[config.mk]
export PLATFORM = sky130hd
export DESIGN_NAME = board_ctl_regs
export DESIGN_NICKNAME = d
export VERILOG_FILES = /design/src/rtl/board_ctl_regs.sv
export SDC_FILE = /design/constraint.sdc
export NUM_CORES = 1
export LEC_CHECK = 0
export ABC_CLOCK_PERIOD_IN_PS = 6500
export CORE_AREA = 2 2 120 122
export DETAILED_ROUTE_END_ITERATION = 6
export DIE_AREA = 0 0 122 124
export DONT_BUFFER_PORTS = 1
export PLACE_DENSITY = 0.58
export SLEW_MARGIN = 20
export SYNTH_ARGS = -nofsm -noshare
export SYNTH_HDL_FRONTEND = slang
export SYNTH_SLANG_ARGS = --single-unit
[constraint.sdc]
create_clock -name clk -period 6.5 [get_ports clk]
set_input_delay 0 -clock clk [delete_from_list [all_inputs] [get_ports clk]]
set_output_delay 0 -clock clk [all_outputs]
set_load 0.02 [all_outputs]
[src/rtl/board_ctl_regs.sv]
module board_ctl_regs #(
  parameter int ADDR_W  = 32,
  parameter int DATA_W  = 32,
  parameter int DEC_W   = 20,
  parameter int NCHAR   = 8,
  parameter int STEP_LG = 3
) (
  input  logic                clk,
  input  logic                rst_n,
  input  logic                wr_en,
  input  logic                rd_en,
  input  logic [ADDR_W-1:0]   addr,
  input  logic [DATA_W-1:0]   wdata,
  output logic [DATA_W-1:0]   rdata,
  output logic                bad_access,
  output logic [7:0]          led,
  output logic [7:0]          gpio_out,
  output logic [8*NCHAR-1:0]  disp_text,
  output logic                sys_rst_req,
  output logic                i2c_scl,
  output logic                i2c_sda,
  output logic [1:0]          i2c_oe,
  output logic                i2c_sel,
  input  logic [7:0]          i2c_pins,
  input  logic                i2c_sda_in
);
  localparam int IDXW = (NCHAR > 1) ? $clog2(NCHAR) : 1;
  localparam logic [DEC_W-1:0] OFS_SWITCH = DEC_W'('h000);
  localparam logic [DEC_W-1:0] OFS_LED    = DEC_W'('h008);
  localparam logic [DEC_W-1:0] OFS_WORD   = DEC_W'('h010);
  localparam logic [DEC_W-1:0] OFS_SOFTRS = DEC_W'('h100);
  localparam logic [DEC_W-1:0] OFS_CHAR0  = DEC_W'('h418);
  localparam logic [DEC_W-1:0] OFS_GAP    = DEC_W'('h900);
  localparam logic [DEC_W-1:0] OFS_GPOUT  = DEC_W'('hA00);
  localparam logic [DEC_W-1:0] OFS_I2CIN  = DEC_W'('hB00);
  localparam logic [DEC_W-1:0] OFS_I2COE  = DEC_W'('hB08);
  localparam logic [DEC_W-1:0] OFS_I2COUT = DEC_W'('hB10);
  localparam logic [DEC_W-1:0] OFS_I2CSEL = DEC_W'('hB18);
  localparam logic [DEC_W-1:0] CHAR_SPAN  = DEC_W'(NCHAR << STEP_LG);

  function automatic logic [7:0] hex_ascii(input logic [3:0] n);
    return (n < 4'd10) ? (8'h30 + {4'h0, n}) : (8'h37 + {4'h0, n});
  endfunction

  logic [DEC_W-1:0] ofs, rel;
  logic             char_hit, gap_hit;
  logic [IDXW-1:0]  cidx;
  logic [7:0]       disp [NCHAR];
  logic [7:0]       pins_q;
  logic [DATA_W-1:0] rd_val;
  logic             rd_hit;

  assign ofs      = addr[DEC_W-1:0];
  assign rel      = ofs - OFS_CHAR0;
  assign char_hit = (rel < CHAR_SPAN) && (rel[STEP_LG-1:0] == '0);
  assign cidx     = rel[STEP_LG +: IDXW];
  assign gap_hit  = (ofs[DEC_W-1:8] == OFS_GAP[DEC_W-1:8]);

  for (genvar k = 0; k < NCHAR; k++) begin : g_text
    assign disp_text[8*k +: 8] = disp[k];
  end

  always_comb begin
    rd_val = '0;
    rd_hit = 1'b1;
    case (ofs)
      OFS_SWITCH, OFS_WORD, OFS_SOFTRS: rd_val = '0;
      OFS_LED:    rd_val = DATA_W'(led);
      OFS_GPOUT:  rd_val = DATA_W'(gpio_out);
      OFS_I2CIN:  rd_val = DATA_W'({pins_q[7:1], i2c_sda_in});
      OFS_I2COE:  rd_val = DATA_W'(i2c_oe);
      OFS_I2COUT: rd_val = DATA_W'({i2c_scl, i2c_sda});
      OFS_I2CSEL: rd_val = DATA_W'(i2c_sel);
      default: begin
        if (char_hit)     rd_val = DATA_W'(disp[cidx]);
        else if (!gap_hit) rd_hit = 1'b0;
      end
    endcase
  end

  always_ff @(posedge clk) begin
    if (!rst_n) begin
      rdata       <= '0;
      bad_access  <= 1'b0;
      pins_q      <= '0;
    end else begin
      pins_q     <= i2c_pins;
      bad_access <= rd_en && !rd_hit;
      if (rd_en) rdata <= rd_val;
    end
  end

  always_ff @(posedge clk) begin
    if (!rst_n) begin
      led         <= '0;
      gpio_out    <= '0;
      sys_rst_req <= 1'b0;
      i2c_scl     <= 1'b1;
      i2c_sda     <= 1'b1;
      i2c_oe      <= '0;
      i2c_sel     <= 1'b0;
      for (int k = 0; k < NCHAR; k++) disp[k] <= 8'h20;
    end else begin
      sys_rst_req <= wr_en && (ofs == OFS_SOFTRS);
      if (wr_en) begin
        case (ofs)
          OFS_LED:    led      <= wdata[7:0];
          OFS_GPOUT:  gpio_out <= wdata[7:0];
          OFS_I2COE:  i2c_oe   <= wdata[1:0];
          OFS_I2CSEL: i2c_sel  <= wdata[0];
          OFS_I2COUT: begin
            i2c_scl <= wdata[1];
            i2c_sda <= wdata[0];
          end
          OFS_WORD:
            for (int k = 0; k < NCHAR; k++)
              disp[k] <= hex_ascii(wdata[4*(NCHAR-1-k) +: 4]);
          default:
            if (char_hit) disp[cidx] <= wdata[7:0];
        endcase
      end
    end
  end

  assert_rst_pulse_R10: assert property (@(posedge clk) disable iff (!rst_n)
    sys_rst_req |=> !sys_rst_req);
  assert_rst_cause_R10: assert property (@(posedge clk) disable iff (!rst_n)
    sys_rst_req |-> $past(wr_en));
  assert_bad_after_read_R11: assert property (@(posedge clk) disable iff (!rst_n)
    bad_access |-> $past(rd_en));
  assert_bad_zero_R11: assert property (@(posedge clk) disable iff (!rst_n)
    bad_access |-> rdata == '0);
  assert_led_hold_R2: assert property (@(posedge clk) disable iff (!rst_n)
    !$past(wr_en) |-> $stable(led));
  assert_text_hold_R4: assert property (@(posedge clk) disable iff (!rst_n)
    !$past(wr_en) |-> $stable(disp_text));
  assert_rdata_hold_R13: assert property (@(posedge clk) disable iff (!rst_n)
    !$past(rd_en) |-> $stable(rdata));
endmodule

# Yosys cells after proc, flatten, opt, wreduce, memory -nomap -nowiden
# Memory sizes are Yosys's and may differ from the RTL's.
# Index checks and enable logic that the tools add are counted.
[classes]
n_bitwise = 8
n_shift = 0
muxes = 34
n_addsub = 17
mul = 0
div = 0
eq_ne = 9
reduce_logical = 15
order_cmp = 9
[ops]
columns = ["operator", "count"]
rows = [
  ["6-bit by 4-bit adder with 7-bit output, first input constant", 16],
  ["20-bit by 12-bit == test with 1-bit output, second input constant", 5],
  ["8-bit 2-to-1 mux", 10],
  ["7-bit 2-to-1 mux", 8],
  ["8-bit one-hot mux with 7 select lines", 1],
  ["4-bit less-than comparator, second input constant", 8],
  ["20-bit by 4-bit == test with 1-bit output, second input constant", 1],
  ["20-bit by 5-bit == test with 1-bit output, second input constant", 1],
  ["20-bit by 9-bit == test with 1-bit output, second input constant", 1],
  ["20-bit zero test", 1],
  ["20-bit by 7-bit less-than comparator with 1-bit output, second input constant", 1],
  ["20-bit by 11-bit subtractor with 20-bit output, second input constant", 1],
  ["1-bit 2-to-1 mux", 14],
  ["12-bit by 4-bit == test with 1-bit output, second input constant", 1],
  ["2-bit AND reduction", 5],
  ["9-bit OR reduction", 1],
  ["1-bit OR", 8],
  ["8-bit OR reduction", 1],
  ["6-bit OR reduction", 1],
  ["1-bit logical AND", 3],
  ["3-bit zero test", 1],
  ["3-bit 2-to-1 mux", 1],
  ["3-bit OR reduction", 1],
  ["1-bit zero test", 1],
]
[word_totals]
wordCells = 103
mem_bits_ro = 0
n_memories = 1
ramBits = 64
out_inout_bits = 119
reg_bits = 63
latch_bits = 0
[memory_table]
columns = ["name", "words", "width", "read_ports", "rd_clocked_by_memory_dff", "wr", "line_no", "source"]
rows = [
  ["disp", 8, 8, 9, 0, 8, "48", "logic [7:0] disp [NCHAR];"],
]

# Depth between registers and ports, before layout
[logic_depth]
ltp_word = 10
ltp_mapped = 9
ltp_nobuf = 7

# Least setup slack after synthesis
# Ideal clock, no wire load.
[synth_timing]
kind = "input to register"
startpoint = "in addr[5]"
endpoint = "mem disp[0][0] (enable)"
path_slack_ns = 3.375
arrival_ns = 2.739
n_path_buf = 2
cell_stages = 8
required_ns = 6.113
cell_sequence = "buf_2 > or3_4 > o41ai_4 > mux2i_1 > a2111oi_1 > nand2_1 > clkbuf_1 > o31ai_1"
[synth_rtl]
columns = ["element", "line_no", "source"]
rows = [
  ["start: declaration", "12", "input logic [ADDR_W-1:0] addr,"],
  ["end: declaration", "48", ""],
]

==> impl_metrics.env <==
export IMPL_power_density_nw_per_um2=215
export IMPL_critPathRequiredTime_ns=6.71
export IMPL_wl_mm=20.6
export IMPL_port_buffers=0
export IMPL_drt_wirelength_per_cell_um=24.0
export IMPL_path_buf_inv=1
export IMPL_clkTransAtPathRegs_ns=0.07
export IMPL_cts_tree="yes"
export IMPL_period_needed_ns=3.14
export IMPL_ys_ff_latch=102
export IMPL_antenna_cells=0
export IMPL_first_iter_violations=577
export IMPL_drive_gt1_frac=0.0971
export IMPL_peakVddDrop_uv=113
export IMPL_gp_congestion=0.896
export IMPL_area_delta_synth_final_pct=13.7
export IMPL_cap_violations=0
export IMPL_combPwrFrac=0.136
export IMPL_finalCritPeriodShare=0.483
export IMPL_grt_max_degree=46
export IMPL_final_cell_mix="nand2_1, edfxtp_1, dlygate4sd3_1"
export IMPL_cts_hold_buf=49
export IMPL_hpwlAfterDp_mm=14.6
export IMPL_grt_pass1_wl_mm=30.3
export IMPL_worst_pin_slew_ns=1.08
export IMPL_crit_path_start_kind="primary input"
export IMPL_die_w_um=122
export IMPL_mostFrequentLayoutCell="nand2_1"
export IMPL_fp_dieH_um=124
export IMPL_critPathMaxStageDelay_ns=0.87
export IMPL_dr_max_layer_used="met4"
export IMPL_nNetsFinal=761
export IMPL_num_vias=5456
export IMPL_rsz0062_at_grt="no"
export IMPL_postSynthCellCount=649
export IMPL_first_pass_iters=7
export IMPL_p_clk_frac=0.360
export IMPL_p_switching_w=0.000426
export IMPL_syn_area_um2=6280
export IMPL_ios=196
export IMPL_track_usage=0.269
export IMPL_synth_ff_type="edfxtp_1"
export IMPL_p_leak_nw=2.43
export IMPL_clk_path_buf_depth=2
export IMPL_cts_root_buffer="clkbuf_16"
export IMPL_fin_area_um2=7140
export IMPL_async_reset_ff_frac=0
export IMPL_seq_power_share=0.504
export IMPL_drc=0
export IMPL_p_int_w=0.00111
export IMPL_max_slew_margin_rel=0.272
export IMPL_start_util=0.458
export IMPL_antenna_found_initial=0
export IMPL_die_area_um2=15100
export IMPL_yosysSeqAreaShare=0.427
export IMPL_via_per_inst=6.34
export IMPL_regArea_um2=2680
export IMPL_critical_path_class="in -> reg"
export IMPL_core_area_um2=13700
export IMPL_met1Wirelength_mm=8.12
export IMPL_syn_area_per_cell_um2=9.67
export IMPL_dpl_instance_area_um2=6330
export IMPL_worst_path_max_delay_cell="nand4b_1"
export IMPL_finalMaxSlewViolations=0
export IMPL_switching_share=0.278
export IMPL_ys_types=65
export IMPL_worstSetupEndpointType="flop"
export IMPL_fmax_ghz=0.319
export IMPL_cp_data_arrival_time_ns=3.35
export IMPL_hold_violations=0
export IMPL_grt_pass1_vias=5183
export IMPL_synth_edff_count=64
export IMPL_cts_made_buffers=9
export IMPL_post_cts_buffers=0
export IMPL_tns_ns=0
export IMPL_finalSetupViolCount=0
export IMPL_status="finished clean"
export IMPL_detail_route_antenna_nets=0
export IMPL_met3_wirelength_mm=2.54
export IMPL_clkLatencyLatePin_ns=0.34
export IMPL_route_met2_wl_mm=9.57
export IMPL_hold_path_class="in -> reg"
export IMPL_yosys_warnings=0
export IMPL_clock_skew_ns=0.00730
export IMPL_rows=43
export IMPL_multi_input_area_um2=3230
export IMPL_crit_family="compound AO/OA/AOI/OAI gates"
export IMPL_cts_resized=0
export IMPL_clock_sinks=102
export IMPL_cp_cell_sequence="or3_4, o41ai_4, mux2i_1, a2111oi_1, nand4b_1, o32ai_1, dlygate4sd3_1"
export IMPL_grt_remaining_overflow=0
export IMPL_final_fill_count=1268
export IMPL_cp_max_fo=18
export IMPL_cts_max_level=3
per-layer routing:
layer / vias to the layer above / GRT usage
li1: 2458 / -
met1: 2637 / 0.353
met2: 331 / 0.419
met3: 30 / 0.0989
met4: 0 / 0.0790
met5: - / 0
worst paths after layout:
check | startpoint | endpoint | slack, ns | depth (start not counted)
setup / recovery | addr[7] | disp[4][3] | 3.36 | 7
hold / removal | wdata[6] | disp[0][6] | 0.01 | 2
setup reg to reg | disp[4][0] | rdata[0] | 4.27 | 5
hold reg to reg | gpio_out[5] | gpio_out[5] | 0.58 | 2
cell type report:
class | count | area share
Multi-Input combinational cell | 470 | 0.452
Clock inverter | 6 | 0.00999
Sequential cell | 102 | 0.376
Inverter | 32 | 0.0168
Clock buffer | 10 | 0.0321
Tap cell | 180 | 0.0316
Timing Repair Buffer | 60 | 0.0817
power groups by stage:
stage                     Combinational, W  Clock [W]  Sequential (W)
after floorplan                   0.000159          0        0.000777
after detailed placement          0.000173          0        0.000789
final                             0.000208   0.000552        0.000773
after CTS                         0.000205   0.000555        0.000774
after global routing              0.000223   0.000575        0.000777
after global placement            0.000170          0        0.000788
registers in the layout, summed over array words and instances (netlist names):
register and count:
sys_rst_req 1, i2c_scl 1, i2c_oe 2, pins_q 7
rdata 8, i2c_sda 1, led 8, i2c_sel 1
disp 64, bad_access 1, gpio_out 8
cells by family after synthesis:
family / synth area share
buf+inv: 0.0751
fa+ha+maj: 0.0179
flops: 0.427
compound gates: 0.195
mux: 0.104
other cells: 0.000597
xor+xnor: 0.0126
simple gates: 0.168
stage by stage:
stage,cells,total power [W],hold WS (ns),util,worst slack (ns)
3_3_place_gp,795,0.000959,0.0780,0.461,3.16
2_1_floorplan,672,0.000935,0.127,-,3.37
5_1_grt,860,0.00157,0.0260,0.520,3.23
6_report,860,0.00153,0.0108,0.520,3.36
3_5_place_dp,795,0.000962,0.0810,0.461,3.10
4_1_cts,860,0.00153,0.00665,0.520,3.42
synth_stat cells (3+ instances only):
cell type  instances  share of area
nand4_1            5         0.0050
nand3_1           16          0.013
nand2_1           81          0.048
ha_1               9          0.018
nor4_1            13          0.013
nor3_1            16          0.013
and2_1            12          0.012
or2_2              3         0.0030
mux4_2            15          0.054
o31ai_1           12          0.014
nor2_1            27          0.016
nor2b_1            7         0.0070
o21ai_0           38          0.030
a21boi_0          15          0.018
a221oi_1           7         0.0098
a31oi_1            7         0.0070
o22ai_1            9         0.0090
a211o_1            8          0.011
buf_4             25          0.030
nand2b_1           7         0.0070
xnor2_1            9          0.013
o32ai_1           20          0.028
a21oi_1           23          0.018
and3_1             3         0.0030
clkbuf_1          37          0.022
a211oi_1           3         0.0036
mux2_2            10          0.018
o21a_1             3         0.0036
inv_1             32          0.019
o311ai_0           3         0.0042
a22oi_1            3         0.0036
buf_1              4         0.0024
o41ai_1            4         0.0056
edfxtp_1          64           0.31
or3_1              5         0.0050
mux2i_1           17          0.027
dfxtp_1           38           0.12
(Power assumes the default switching activity.)
